<file path="src/rtl/lss_pkg.sv">
package lss_pkg;
  typedef enum logic [2:0] {
    K_ACQ, K_DISP, K_HRD, K_HWR, K_FLAG, K_COL, K_IDLE
  } slot_kind_e;
endpackage

</file>
<file path="src/rtl/lss_slot_timer.sv">
module lss_slot_timer #(
  parameter int CYC_PER_SLOT = 3,
  parameter int SLOTS        = 128,
  localparam int SLOT_W      = $clog2(SLOTS),
  localparam int PH_W        = $clog2(CYC_PER_SLOT)
) (
  input  logic              clk_i,
  input  logic              rst_ni,
  input  logic              sync_i,
  output logic [SLOT_W-1:0] slot_o,
  output logic [PH_W-1:0]   phase_o
);
  localparam logic [PH_W-1:0]   PH_LAST   = PH_W'(CYC_PER_SLOT - 1);
  localparam logic [SLOT_W-1:0] SLOT_LAST = SLOT_W'(SLOTS - 1);

  logic [SLOT_W-1:0] slot_q;
  logic [PH_W-1:0]   phase_q;

  always_ff @(posedge clk_i or negedge rst_ni) begin
    if (!rst_ni) begin
      slot_q  <= '0;
      phase_q <= '0;
    end else if (sync_i) begin
      slot_q  <= '0;
      phase_q <= '0;
    end else if (phase_q == PH_LAST) begin
      phase_q <= '0;
      slot_q  <= (slot_q == SLOT_LAST) ? '0 : slot_q + 1'b1;
    end else begin
      phase_q <= phase_q + 1'b1;
    end
  end

  assign slot_o  = slot_q;
  assign phase_o = phase_q;

  a_r2_phase_range: assert property (@(posedge clk_i) disable iff (!rst_ni)
    phase_q <= PH_LAST);
  a_r2_slot_held: assert property (@(posedge clk_i) disable iff (!rst_ni)
    (phase_q != PH_LAST && !sync_i) |=> $stable(slot_q));
  a_r3_sync_restart: assert property (@(posedge clk_i) disable iff (!rst_ni)
    sync_i |=> (slot_q == '0 && phase_q == '0));
endmodule

</file>
<file path="src/rtl/lss_slot_decode.sv">
module lss_slot_decode
  import lss_pkg::*;
#(
  parameter int SLOTS     = 128,
  parameter int ACQ_SLOTS = 60,
  parameter int DISP_SLOTS = 40,
  parameter int HRD_SLOTS = 2,
  localparam int SLOT_W   = $clog2(SLOTS),
  localparam int IDX_W    = SLOT_W - 1
) (
  input  logic [SLOT_W-1:0] slot_i,
  output slot_kind_e        kind_o,
  output logic              rd_o
);
  logic [IDX_W-1:0] idx;
  int               i;

  assign idx  = slot_i[SLOT_W-1:1];
  assign rd_o = slot_i[0];
  assign i    = int'(idx);

  always_comb begin
    kind_o = K_IDLE;
    if (rd_o) begin
      if (i < DISP_SLOTS)                  kind_o = K_DISP;
      else if (i < DISP_SLOTS + HRD_SLOTS) kind_o = K_HRD;
    end else begin
      if (i < ACQ_SLOTS)                   kind_o = K_ACQ;
      else if (i == ACQ_SLOTS)             kind_o = K_HWR;
      else if (i == ACQ_SLOTS + 1)         kind_o = K_FLAG;
      else if (i == ACQ_SLOTS + 2)         kind_o = K_COL;
    end
  end

  always_comb begin
    a_r4_acq_in_write: assert (!(kind_o == K_ACQ && rd_o));
    a_r5_disp_in_read: assert (!(kind_o == K_DISP && !rd_o));
  end
endmodule

</file>
<file path="src/rtl/lss_drop_counter.sv">
module lss_drop_counter #(
  parameter int CNT_W = 8
) (
  input  logic             clk_i,
  input  logic             rst_ni,
  input  logic             inc_i,
  output logic [CNT_W-1:0] cnt_o
);
  localparam logic [CNT_W-1:0] CNT_MAX = '1;

  logic [CNT_W-1:0] cnt_q;

  always_ff @(posedge clk_i or negedge rst_ni) begin
    if (!rst_ni)                       cnt_q <= '0;
    else if (inc_i && cnt_q != CNT_MAX) cnt_q <= cnt_q + 1'b1;
  end

  assign cnt_o = cnt_q;

  a_r9_saturate: assert property (@(posedge clk_i) disable iff (!rst_ni)
    (cnt_q == CNT_MAX) |=> (cnt_q == CNT_MAX));
  a_r9_step: assert property (@(posedge clk_i) disable iff (!rst_ni)
    (inc_i && cnt_q != CNT_MAX) |=> (cnt_q == $past(cnt_q) + 1'b1));
  a_r9_hold: assert property (@(posedge clk_i) disable iff (!rst_ni)
    !inc_i |=> $stable(cnt_q));
endmodule

</file>
<file path="src/rtl/line_slot_sched.sv">
module line_slot_sched
  import lss_pkg::*;
#(
  parameter int CYC_PER_SLOT = 3,
  parameter int SLOTS        = 128,
  parameter int ACQ_SLOTS    = 60,
  parameter int DISP_SLOTS   = 40,
  parameter int HRD_SLOTS    = 2,
  parameter int CNT_W        = 8,
  localparam int SLOT_W      = $clog2(SLOTS),
  localparam int PH_W        = $clog2(CYC_PER_SLOT)
) (
  input  logic              clk_i,
  input  logic              rst_ni,
  input  logic              line_sync_i,
  input  logic              acq_req_i,
  output logic [SLOT_W-1:0] slot_o,
  output logic              rd_phase_o,
  output logic              gnt_acq_o,
  output logic              gnt_disp_o,
  output logic              gnt_hrd_o,
  output logic              gnt_hwr_o,
  output logic              gnt_flag_o,
  output logic              gnt_col_o,
  output logic [CNT_W-1:0]  drop_cnt_o
);
  logic [SLOT_W-1:0] slot;
  logic [PH_W-1:0]   phase;
  slot_kind_e        kind;
  logic              rd;
  logic              drop;

  lss_slot_timer #(.CYC_PER_SLOT(CYC_PER_SLOT), .SLOTS(SLOTS)) u_timer (
    .clk_i(clk_i), .rst_ni(rst_ni), .sync_i(line_sync_i),
    .slot_o(slot), .phase_o(phase)
  );

  lss_slot_decode #(
    .SLOTS(SLOTS), .ACQ_SLOTS(ACQ_SLOTS),
    .DISP_SLOTS(DISP_SLOTS), .HRD_SLOTS(HRD_SLOTS)
  ) u_decode (
    .slot_i(slot), .kind_o(kind), .rd_o(rd)
  );

  assign drop = acq_req_i && kind != K_ACQ;

  lss_drop_counter #(.CNT_W(CNT_W)) u_drop (
    .clk_i(clk_i), .rst_ni(rst_ni), .inc_i(drop), .cnt_o(drop_cnt_o)
  );

  assign slot_o     = slot;
  assign rd_phase_o = rd;
  assign gnt_acq_o  = kind == K_ACQ && acq_req_i;
  assign gnt_disp_o = kind == K_DISP;
  assign gnt_hrd_o  = kind == K_HRD;
  assign gnt_hwr_o  = kind == K_HWR;
  assign gnt_flag_o = kind == K_FLAG;
  assign gnt_col_o  = kind == K_COL;

  logic unused_phase;
  assign unused_phase = ^phase;

  a_r10_onehot_grant: assert property (@(posedge clk_i) disable iff (!rst_ni)
    $onehot0({gnt_acq_o, gnt_disp_o, gnt_hrd_o, gnt_hwr_o, gnt_flag_o, gnt_col_o}));
  a_r7_acq_write_only: assert property (@(posedge clk_i) disable iff (!rst_ni)
    gnt_acq_o |-> !rd_phase_o);
  a_r4_read_grants: assert property (@(posedge clk_i) disable iff (!rst_ni)
    (gnt_disp_o || gnt_hrd_o) |-> rd_phase_o);
endmodule

</file>
<file path="config.mk">
export PLATFORM = sky130hd
export DESIGN_NAME = line_slot_sched
export DESIGN_NICKNAME = d
export VERILOG_FILES = /design/src/rtl/lss_pkg.sv /design/src/rtl/lss_slot_timer.sv /design/src/rtl/lss_slot_decode.sv /design/src/rtl/lss_drop_counter.sv /design/src/rtl/line_slot_sched.sv
export SDC_FILE = /design/constraint.sdc
export NUM_CORES = 1
export LEC_CHECK = 0
export BUFFER_PORTS_ARGS = -buffer_cell sky130_fd_sc_hd__buf_2
export CAP_MARGIN = 15
export CORE_ASPECT_RATIO = 0.9
export CORE_MARGIN = 4
export CORE_UTILIZATION = 35
export DETAILED_ROUTE_END_ITERATION = 16
export GPL_ROUTABILITY_DRIVEN = 1
export PLACE_DENSITY = 0.66
export SYNTH_ARGS = -nofsm -noshare
export SYNTH_HDL_FRONTEND = slang
export SYNTH_SLANG_ARGS = --single-unit
</file>
<file path="constraint.sdc">
create_clock -name clk_i -period 1.4 [get_ports clk_i]
set_input_delay 0.14 -clock clk_i [delete_from_list [all_inputs] [get_ports clk_i]]
set_output_delay 0.14 -clock clk_i [all_outputs]
set_load 0.03 [all_outputs]
</file>
==> results.py, run 1 <==
metrics = {
    "critical_path": {
        "worst-endpoint-arrival_ps": 1430,
        "timing.rr.end": "u_drop.cnt_o[6]$_DFFE_PN0P_",
        "cp_data_required_time_ps": 1260,
        "ff2ff_setup_slack_ps": -120,
        "critical_path.startpoint_type": "flop",
        "crit-reg2reg-launch": "u_timer.slot_o[3]$_DFFE_PN0P_",
        "critical_path_class": "reg -> out",
        "path_max_fanout": 4,
        "critPathLaunch": "u_timer.slot_o[5]$_DFFE_PN0P_",
        "endpoint": "gnt_hrd_o",
        "worst-r2r-cell-count": 6,
        "critical_path.endpoint_type": "output pin",
    },
    "yosys": {
        "synth_enable_flop_cells": 0,
        "synth_flop_cell": "dfrtp_1",
        "net_count_synth": 94,
        "synth.avg_cell_area_um2": 10.7,
        "yosysUniqueCellTypes": 35,
        "synth_seq_area_share_pct": 45.3,
        "ys_ff_latch": 17,
        "number_of_synthesis_warnings": 0,
        "syn-cell-area_um2": 938,
        "async_reset_ff_share_pct": 100,
        "syn-instance-count": 88,
    },
    "cts": {
        "clk-insertion-delay-late_ps": 290,
        "tritoncts_clock_tree": "yes",
        "htreeDepth": 1,
        "clkSlewWorstSetupHoldPaths_ps": 90,
        "numCtsBuffers": 3,
        "clk_path_buf_depth": 2,
        "clkSinkCount": 17,
        "clock_tree.root_cell": "clkbuf_4",
    },
    "placement": {
        "detailedPlace.worstSlack_ps": -0.211,
        "portBuffers": 25,
        "detailed_place_hpwl_um": 1630,
        "gp_routability_congestion": 0.859,
        "placedInstanceArea_um2": 1260,
    },
    "detailed_routing": {
        "detail_route.drc_violations": 0,
        "vias_per_cell": 5.11,
        "drtIter0Drc": 14,
        "detail_route.wirelength_um": 2310,
        "drtAntennaViolNets": 0,
        "wl_per_cell_um": 13.5,
        "detail_route.first_pass.iterations": 4,
        "total_via_count_in_the_routed_design": 873,
    },
    "layout": {
        "post_route_cells_drive_above_1_share_pct": 59.4,
        "final_standard_cell_area_without_fillers_um2": 1480,
        "fillCellCount": 216,
        "num_antenna_cells": 0,
        "areaGrowthSynthToFinish_pct": 57.5,
        "num-nets-final": 150,
    },
    "timing": {
        "setup_violations": 11,
        "layout_worst_path_cycle_share_pct": 112,
        "timing_worst_slew_pin_value_ps": 376,
        "finalHoldViolCount": 0,
        "final.setup_skew_ps": 3.55,
        "rsz0062_at_grt": "true",
        "fmax_mhz": 638,
        "post_layout_min_period_ps": 1570,
        "tns_ps": -1090,
        "slew_headroom_pct": 74.9,
        "maxSlewViolCount": 0,
        "setup_ws_ps": -168,
    },
    "floorplanning": {
        "io_pins": 26,
        "die_width_um": 62.6,
        "effective_utilization_at_floorplan_pct": 37.4,
        "chipHeight_um": 57.1,
        "die-area_um2": 3570,
        "core_area_um2": 2510,
        "placementRows": 17,
    },
    "power": {
        "seqPwrFrac_pct": 44.2,
        "power_frac_clock_pct": 19.1,
        "switching_share_pct": 34.0,
        "worst_ir_drop_vdd_v": 0.000824,
        "p_switching_mw": 0.455,
        "combPwrFrac_pct": 36.7,
        "power_per_cell_area_nw_per_um2": 905,
        "cellInternalPower_mw": 0.882,
        "total_leakage_power_nw": 0.701,
        "design_power_total_mw": 1.34,
    },
    "grt": {
        "maximum_number_of_pins_on_one_net_before_global_route_repair": 18,
        "first_global_vias": 794,
        "grt_first_pass_wirelength_um": 3910,
        "groute.usage.overall_pct": 13.4,
        "grt_overflow": 0,
        "number_of_antenna_violations_at_the_first_check_in_global_routing": 0,
    },
    "run_status": {
        "violations_in_the_final_reports": "negative setup slack",
        "run_status": "complete, but fails checks",
    },
    "hold_path": {
        "hold_path.class": "in -> reg",
        "holdPathStages": 2,
    },
    "flow_run": {
        "timing.max_cap.violations": 0,
    },
}
[metal layers]
layer  share of wire (%)  global-route usage (%)  wire length, um  vias to the layer above
met5                   0                       0                0                        -
met3                 2.7                    3.54               62                        2
met2                  48                    21.4             1110                       10
met4                0.74                    2.83               17                        0
li1                    -                       -                -                      435
met1                  48                    18.5             1110                      426
[layout by cell type, fill, tap and decap left out, types with 2 or more instances in the layout]
| cell type | count |
|---|---|
| mux2_4 | 4 |
| buf_6 | 7 |
| nand3_1 | 3 |
| dfrtp_1 | 8 |
| nor2b_1 | 2 |
| buf_2 | 19 |
| a31oi_1 | 3 |
| nor2_1 | 7 |
| buf_4 | 28 |
| nand4_1 | 6 |
| xnor2_1 | 3 |
| nor4b_4 | 2 |
| nand2_1 | 3 |
| xor2_1 | 4 |
| clkbuf_4 | 3 |
| o21ai_0 | 3 |
| and3_1 | 4 |
| dfrtp_2 | 9 |
[worst min-delay path by stage]
stage / start / endpoint
2_1_floorplan: rst_ni / u_drop.cnt_o[0]$_DFFE_PN0P_
5_1_grt: line_sync_i / u_timer.slot_o[2]$_DFFE_PN0P_
3_5_place_dp: rst_ni / u_drop.cnt_o[5]$_DFFE_PN0P_
6_report: line_sync_i / u_timer.slot_o[2]$_DFFE_PN0P_
4_1_cts: line_sync_i / u_timer.slot_o[2]$_DFFE_PN0P_
3_3_place_gp: rst_ni / u_drop.cnt_o[5]$_DFFE_PN0P_
[through the flow]
stage	cells	hold slack [ps]	utilization [%]
after floorplan	88	-156	-
after global placement	151	79.1	50.4
after detailed placement	151	80.8	50.4
after CTS	165	119	56.3
after global routing	171	122	58.9
final	171	129	58.9
[power groups by stage]
stage	registers, mW	logic [mW]	clock network, mW
detailed placement	0.600	0.466	0
finish	0.591	0.491	0.255
floorplan	0.716	0.166	0
global route	0.596	0.531	0.291
global placement	0.601	0.451	0
CTS	0.593	0.483	0.263
[synthesized netlist by cell type, types with 2 or more instances]
| cell type | n | area (um2) |
|---|---|---|
| nor2_1 | 7 | 26.3 |
| nor4b_1 | 3 | 26.3 |
| nand3_1 | 3 | 15.0 |
| xnor2_1 | 3 | 26.3 |
| nand2_1 | 5 | 18.8 |
| xor2_1 | 4 | 35.0 |
| mux2_1 | 2 | 22.5 |
| o21ai_0 | 3 | 15.0 |
| dfrtp_1 | 17 | 425 |
| buf_4 | 3 | 22.5 |
| a31oi_1 | 3 | 18.8 |
| nor2b_1 | 2 | 12.5 |
| mux2_2 | 2 | 22.5 |
| ha_1 | 2 | 25.0 |
| nand4_1 | 6 | 37.5 |
| and3_1 | 4 | 25.0 |
[worst max-delay path, cell delays in order, from the launching register on]
cell and delay, ps:
dfrtp_2 440, buf_6 130, nor4b_2 240, and3_1 200, buf_6 140
[what timing repair did]
| item | CTS | global route |
|---|---|---|
| pin swaps | 7 | 9 |
| resized for setup | 15 | 6 |
| endpoints found under the setup margin | 7 | 12 |
| endpoints found under the hold margin | 17 | 0 |
| cloned | 0 | 0 |
| buffers inserted | 9 | 6 |
| hold buffers | 1 | 0 |
[logic make-up after synthesis]
group | after synthesis | synth area share, %
buf+inv | 5 | 3.33
flops | 17 | 45.3
simple gates | 41 | 25.9
mux | 5 | 5.87
fa+ha+maj | 2 | 2.67
compound gates | 11 | 10.4
xor+xnor | 7 | 6.53
[area by class of cell]
cell class                 instances  area, um2  area share (%)
timing repair buffer              56        398            26.9
sequential                        17        437            29.6
tap                               28       35.0            2.37
clock buffer                       4       26.3            1.78
multi-input combinational         66        582            39.4
[state kept, by name (all words and copies together) (netlist names)]
register / count
u_drop.cnt_o: 8
u_timer.phase_o: 2
u_timer.slot_o: 7
(Power assumes the default switching activity.)
==> run 2, diff against run 1 <==
--- a/config.mk
+++ b/config.mk
@@ -15,4 +15,5 @@
 export PLACE_DENSITY = 0.66
 export SYNTH_ARGS = -nofsm -noshare
 export SYNTH_HDL_FRONTEND = slang
+export SYNTH_HIERARCHICAL = 1
 export SYNTH_SLANG_ARGS = --single-unit
==> results.py, run 2 <==
metrics = {
    "yosys": {
        "syn-cell-area_um2": 1010,
        "number_of_synthesis_warnings": 6,
        "synth.avg_cell_area_um2": 10.3,
        "synth.area.top_cells": "dfrtp_1, a21oi_1, nor3b_1, a41oi_1, ha_1",
        "yosysUniqueCellTypes": 42,
        "netlist.top_cell.by_area": "dfrtp_1",
        "synth_flop_cell": "dfrtp_1",
        "synth_enable_flop_cells": 0,
        "syn-instance-count": 98,
        "synth_top_area_share_pct": 42.1,
        "net_count_synth": 104,
        "synth.most_common_cell": "dfrtp_1",
        "ys_ff_latch": 17,
        "synth_seq_area_share_pct": 42.1,
        "async_reset_ff_share_pct": 100,
        "post_synth_most_frequent_cells": "dfrtp_1, a21oi_1, nand2_1, nor2_1, o21ai_0",
    },
    "floorplanning": {
        "die_width_um": 64.6,
        "core_area_um2": 2750,
        "chipHeight_um": 59.0,
        "effective_utilization_at_floorplan_pct": 36.7,
        "die-area_um2": 3810,
        "placementRows": 18,
        "io_pins": 26,
    },
    "hold_path": {
        "hold_path_end": "u_timer/slot_o[6]$_DFFE_PN0P_",
        "hold_path.class": "in -> reg",
        "holdPathStages": 2,
        "worstHoldStart": "line_sync_i",
    },
    "grt": {
        "grt_first_pass_wirelength_um": 4350,
        "grt_overflow": 0,
        "groute.usage.overall_pct": 14.5,
        "maximum_number_of_pins_on_one_net_before_global_route_repair": 18,
        "first_global_vias": 992,
        "number_of_antenna_violations_at_the_first_check_in_global_routing": 0,
    },
    "placement": {
        "gp_routability_congestion": 0.859,
        "portBuffers": 25,
        "detailed_place_hpwl_um": 1940,
        "detailedPlace.worstSlack_ps": -502,
        "placedInstanceArea_um2": 1340,
    },
    "detailed_routing": {
        "detail_route.wirelength_um": 2790,
        "drtIter0Drc": 32,
        "detail_route.first_pass.iterations": 4,
        "vias_per_cell": 5.33,
        "detail_route.drc_violations": 0,
        "total_via_count_in_the_routed_design": 1029,
        "drtAntennaViolNets": 0,
        "wl_per_cell_um": 14.4,
    },
    "timing": {
        "fmax_mhz": 527,
        "slew_headroom_pct": 74.0,
        "post_layout_min_period_ps": 1900,
        "setup_ws_ps": -499,
        "rsz0062_at_grt": "true",
        "layout_worst_path_cycle_share_pct": 136,
        "final.setup_skew_ps": 1.45,
        "timing_worst_slew_pin_value_ps": 391,
        "setup_violations": 17,
        "finalHoldViolCount": 0,
        "tns_ps": -6130,
        "maxSlewViolCount": 0,
        "hold_ws_ps": 114,
    },
    "power": {
        "power_per_cell_area_nw_per_um2": 784,
        "worst_ir_drop_vdd_v": 0.000584,
        "total_leakage_power_nw": 0.729,
        "design_power_total_mw": 1.26,
    },
    "cts": {
        "clkSinkCount": 17,
        "clock_tree.root_cell": "clkbuf_4",
        "tritoncts_clock_tree": "yes",
        "clk_path_buf_depth": 2,
        "clkSlewWorstSetupHoldPaths_ps": 100,
        "numCtsBuffers": 3,
        "clk-insertion-delay-late_ps": 290,
        "htreeDepth": 1,
    },
    "critical_path": {
        "crit_path_top_delay_cell": "dfrtp_2",
        "worst-r2r-cell-count": 7,
        "critPathLaunch": "u_timer/slot_o[3]$_DFFE_PN0P_",
        "critical_path.startpoint_type": "flop",
        "critical_path.max_stage_delay_ps": 420,
        "critical_path_class": "reg -> reg",
        "crit_path_frequent_cell": "nand3_2",
        "worst-endpoint-arrival_ps": 2080,
        "critical_path.endpoint_type": "flop",
        "critical_path_cell_by_cell": "nand3_2, buf_6, o41ai_4, o31a_1, and4_4, nand3_2, mux2_4",
        "cp_data_required_time_ps": 1590,
        "crit-reg2reg-launch": "u_timer/slot_o[3]$_DFFE_PN0P_",
        "ff2ff_setup_slack_ps": -500,
        "timing.rr.end": "u_drop/cnt_o[5]$_DFFE_PN0P_",
        "path_max_fanout": 4,
    },
    "layout": {
        "layout.cells.most_common_list": "buf_4, buf_2, buf_6, dfrtp_1, dfrtp_2",
        "areaGrowthSynthToFinish_pct": 59.4,
        "layout_commonest_cell": "buf_4",
        "fillCellCount": 236,
        "num_antenna_cells": 0,
        "num-nets-final": 160,
        "flip_flop_count_of_the_largest_register_all_copies_and_words_added": 8,
        "post_route_cells_drive_above_1_share_pct": 60.1,
        "final_standard_cell_area_without_fillers_um2": 1610,
    },
    "flow_run": {
        "timing.max_cap.violations": 0,
    },
    "run_status": {
        "run_status": "complete, but fails checks",
        "violations_in_the_final_reports": "negative setup slack",
    },
}
-- run 2: cell types whose count changed after synthesis, sizes merged, moves of 3 or more --
cell    delta
and3       -3
inv        +3
o21ai      +3
a311oi     +3
nor3b      +3
a21oi      +7
nor2       -3
nand4      -4
-- run 2: report_power, final --
part | switching (mW) | leakage (nW) | internal, mW
Sequential | 0.0500 | 0.219 | 0.540
Combinational | 0.231 | 0.495 | 0.174
Clock | 0.157 | 0.0150 | 0.111
-- run 2: worst max-delay path, delay by kind of cell, from the launching register on --
| kind | cells | cell delay [ps] |
|---|---|---|
| muxes | 1 | 300 |
| DFF | 1 | 420 |
| and+or+nand+nor | 3 | 450 |
| buffers and inverters | 1 | 130 |
| AOI/OAI and AO/OA | 2 | 500 |
-- run 2: cell type report --
type | instances | area, um2 | share of cell area [%]
repair buffers | 54 | 400 | 24.9
well taps | 40 | 50.0 | 3.11
inverters | 3 | 11.3 | 0.700
flip-flops and latches | 17 | 434 | 27.0
clock buffers | 4 | 26.3 | 1.63
multi-input cells | 75 | 687 | 42.7
-- run 2: kinds of logic after synthesis --
family / after synthesis / share of synthesized area [%]
simple gates: 36 / 23.3
compound gates: 30 / 21.6
xor+xnor: 4 / 3.47
buf+inv: 6 / 3.47
mux: 3 / 3.59
flops: 17 / 42.1
fa+ha+maj: 2 / 2.48
-- run 2: layer usage --
layer	global-route usage [%]	up-vias	wire length [um]
li1	-	485	-
met1	18.3	517	1240
met2	25.3	21	1410
met3	1.34	6	81
met4	6.63	0	54
met5	0	-	0
-- run 2: what timing repair did --
action	4_1_cts	5_1_grt
setup endpoints to repair	19	23
setup buffers	6	4
cloned	0	0
pin swaps	9	7
hold buffers	1	0
resized for setup	24	18
hold endpoints to repair	17	0
-- run 2: worst max-delay path by stage --
| stage | to | cells after the start | slack (ps) |
|---|---|---|---|
| after global routing | gnt_acq_o | 6 | -590 |
| after CTS | u_drop/cnt_o[5]$_DFFE_PN0P_ | 7 | -490 |
| after global placement | u_drop/cnt_o[5]$_DFFE_PN0P_ | 7 | -440 |
| after floorplan | u_drop/cnt_o[5]$_DFFE_PN0P_ | 7 | -680 |
| after detailed placement | u_drop/cnt_o[7]$_DFFE_PN0P_ | 8 | -500 |
| final | u_drop/cnt_o[5]$_DFFE_PN0P_ | 7 | -500 |
-- run 2: stage by stage --
stage          util [%]  cells
6_report           58.6    193
5_1_grt            58.6    193
4_1_cts            54.8    192
3_5_place_dp       48.9    181
3_3_place_gp       48.9    181
2_1_floorplan         -     98
==> run 3, diff against run 2 <==
--- a/config.mk
+++ b/config.mk
@@ -12,7 +12,7 @@
 export CORE_UTILIZATION = 35
 export DETAILED_ROUTE_END_ITERATION = 16
 export GPL_ROUTABILITY_DRIVEN = 1
-export PLACE_DENSITY = 0.66
+export PLACE_DENSITY = 0.64
 export SYNTH_ARGS = -nofsm -noshare
 export SYNTH_HDL_FRONTEND = slang
 export SYNTH_HIERARCHICAL = 1
==> constraint.sdc (replaced) <==
create_clock -name clk_i -period 2.05 [get_ports clk_i]
set_input_delay 0.205 -clock clk_i [delete_from_list [all_inputs] [get_ports clk_i]]
set_output_delay 0.205 -clock clk_i [all_outputs]
set_load 0.03 [all_outputs]
==> results.py, run 3 (synthesis gave the netlist of run 2 again) <==
metrics = {
    "critical_path": {
        "timing.rr.end": "u_drop/cnt_o[5]$_DFFE_PN0P_",
        "path_max_fanout": 6,
        "cp_data_required_time_ps": 1850,
        "critical_path.endpoint_type": "output pin",
        "critical_path.startpoint_type": "flop",
        "critical_path_class": "reg -> out",
        "worst-r2r-cell-count": 7,
        "worst-endpoint-arrival_ps": 1770,
        "crit-reg2reg-launch": "u_timer/slot_o[4]$_DFFE_PN0P_",
        "ff2ff_setup_slack_ps": 140,
    },
    "power": {
        "cellInternalPower_mw": 0.512,
        "switching_share_pct": 35.5,
        "power_per_cell_area_nw_per_um2": 602,
        "worst_ir_drop_vdd_v": 0.000500,
        "power_frac_clock_pct": 22.7,
        "total_leakage_power_nw": 0.602,
        "combPwrFrac_pct": 24.7,
        "seqPwrFrac_pct": 52.6,
        "design_power_total_mw": 0.793,
        "p_switching_mw": 0.282,
    },
    "timing": {
        "setup_ws_ps": 75.8,
        "maxSlewViolCount": 0,
        "layout_worst_path_cycle_share_pct": 96.3,
        "finalHoldViolCount": 0,
        "final.setup_skew_ps": 2.47,
        "tns_ps": 0,
        "slew_headroom_pct": 68.7,
        "hold_ws_ps": 186,
        "post_layout_min_period_ps": 1970,
        "setup_violations": 0,
        "fmax_mhz": 507,
        "timing_worst_slew_pin_value_ps": 468,
    },
    "grt": {
        "first_global_vias": 839,
        "grt_overflow": 0,
        "groute.usage.overall_pct": 12.9,
        "maximum_number_of_pins_on_one_net_before_global_route_repair": 18,
        "grt_first_pass_wirelength_um": 3940,
        "number_of_antenna_violations_at_the_first_check_in_global_routing": 0,
    },
    "layout": {
        "post_route_cells_drive_above_1_share_pct": 43.4,
        "layout.cells.most_common_list": "buf_2, buf_4, dfrtp_1, a21oi_1, dfrtp_2",
        "num_antenna_cells": 0,
        "areaGrowthSynthToFinish_pct": 30.5,
        "final_core_util_pct": 48.0,
        "flip_flop_count_of_the_largest_register_all_copies_and_words_added": 8,
        "layout.area.seq_um2": 434,
        "multiInputGateArea_um2": 571,
        "fillCellCount": 276,
        "layout_commonest_cell": "buf_2",
        "num-nets-final": 143,
    },
    "placement": {
        "portBuffers": 25,
        "detailed_place_hpwl_um": 1720,
        "gp_routability_congestion": 0.779,
        "detailedPlace.worstSlack_ps": 88.9,
    },
    "detailed_routing": {
        "detail_route.first_pass.iterations": 4,
        "wl_per_cell_um": 13.2,
        "drtAntennaViolNets": 0,
        "drtIter0Drc": 20,
        "total_via_count_in_the_routed_design": 901,
        "vias_per_cell": 5.12,
        "detail_route.wirelength_um": 2320,
        "detail_route.drc_violations": 0,
    },
    "cts": {
        "clkSlewWorstSetupHoldPaths_ps": 100,
        "tritoncts_clock_tree": "yes",
        "clock_tree.root_cell": "clkbuf_4",
        "clk_path_buf_depth": 2,
        "htreeDepth": 1,
        "clk-insertion-delay-late_ps": 280,
        "numCtsBuffers": 3,
        "clkSinkCount": 17,
    },
    "floorplanning": {
        "placementRows": 18,
        "die_width_um": 64.6,
        "core_area_um2": 2750,
        "io_pins": 26,
        "die-area_um2": 3810,
        "chipHeight_um": 59.0,
        "effective_utilization_at_floorplan_pct": 36.7,
    },
    "flow_run": {
        "timing.max_cap.violations": 0,
    },
    "run_status": {
        "run_status": "complete, no violations",
    },
    "hold_path": {
        "holdPathStages": 2,
        "worstHoldStart": "line_sync_i",
        "hold_path.class": "in -> reg",
        "hold_path_end": "u_timer/slot_o[6]$_DFFE_PN0P_",
    },
}
-- run 3: changes by cell type in the layout (fill, tap and decap cells not counted), moves of 2 or more --
cell	delta
a41oi_1	+2
a41oi_2	-2
nor3b_2	-2
o21ai_0	+3
buf_2	+4
nor3b_1	+3
buf_6	-10
buf_4	-12
-- run 3: worst max-delay path by stage --
stage | start | to | slack [ps] | depth (start not counted)
CTS | u_timer/slot_o[4]$_DFFE_PN0P_ | gnt_acq_o | 30 | 6
detailed placement | u_timer/slot_o[4]$_DFFE_PN0P_ | u_drop/cnt_o[5]$_DFFE_PN0P_ | 90 | 7
floorplan | u_timer/slot_o[1]$_DFFE_PN0P_ | u_drop/cnt_o[5]$_DFFE_PN0P_ | -30 | 7
global route | u_timer/slot_o[5]$_DFFE_PN0P_ | gnt_disp_o | -6 | 6
global placement | u_timer/slot_o[4]$_DFFE_PN0P_ | u_drop/cnt_o[5]$_DFFE_PN0P_ | 150 | 7
finish | u_timer/slot_o[4]$_DFFE_PN0P_ | gnt_acq_o | 80 | 6
-- run 3: metal layers --
layer,wire length [um],share of wire (%),GRT usage [%]
met4,0,0,2.71
met2,1080,47,19.9
met1,1160,50,19.1
met3,67,2.9,2.10
met5,0,0,0
-- run 3: worst max-delay path, stage by stage, from the launching register on --
cell      delay, ps
dfrtp_2         450
buf_4           150
a31oi_1         200
nor3_2           60
buf_4           150
nor4b_2         250
clkbuf_4        230
-- run 3: power by group through the flow --
stage	Combinational, mW	Clock, mW	Sequential (mW)
after floorplan	0.0761	0	0.476
after global placement	0.191	0	0.422
after detailed placement	0.195	0	0.423
after CTS	0.197	0.187	0.416
after global routing	0.217	0.203	0.424
final	0.196	0.180	0.417
-- run 3: stage by stage --
stage	cell area, um2	std cells
6_report	1320	176
5_1_grt	1320	176
3_5_place_dp	1250	168
4_1_cts	1280	173
2_1_floorplan	1030	98
3_3_place_gp	1250	168
-- run 3: final cells by class --
type	count	area share (%)
multi-input combinational	75	43.3
sequential	17	33.0
tap	40	3.80
timing repair buffer	37	17.1
inverter	3	0.855
clock buffer	4	1.99
-- run 3: repair_timing --
action                                  4_1_cts  5_1_grt
endpoints found under the setup margin        0        5
setup buffers                                 0        3
gates resized for setup                       0        4
hold endpoints to repair                     17        0
hold buffers                                  1        0
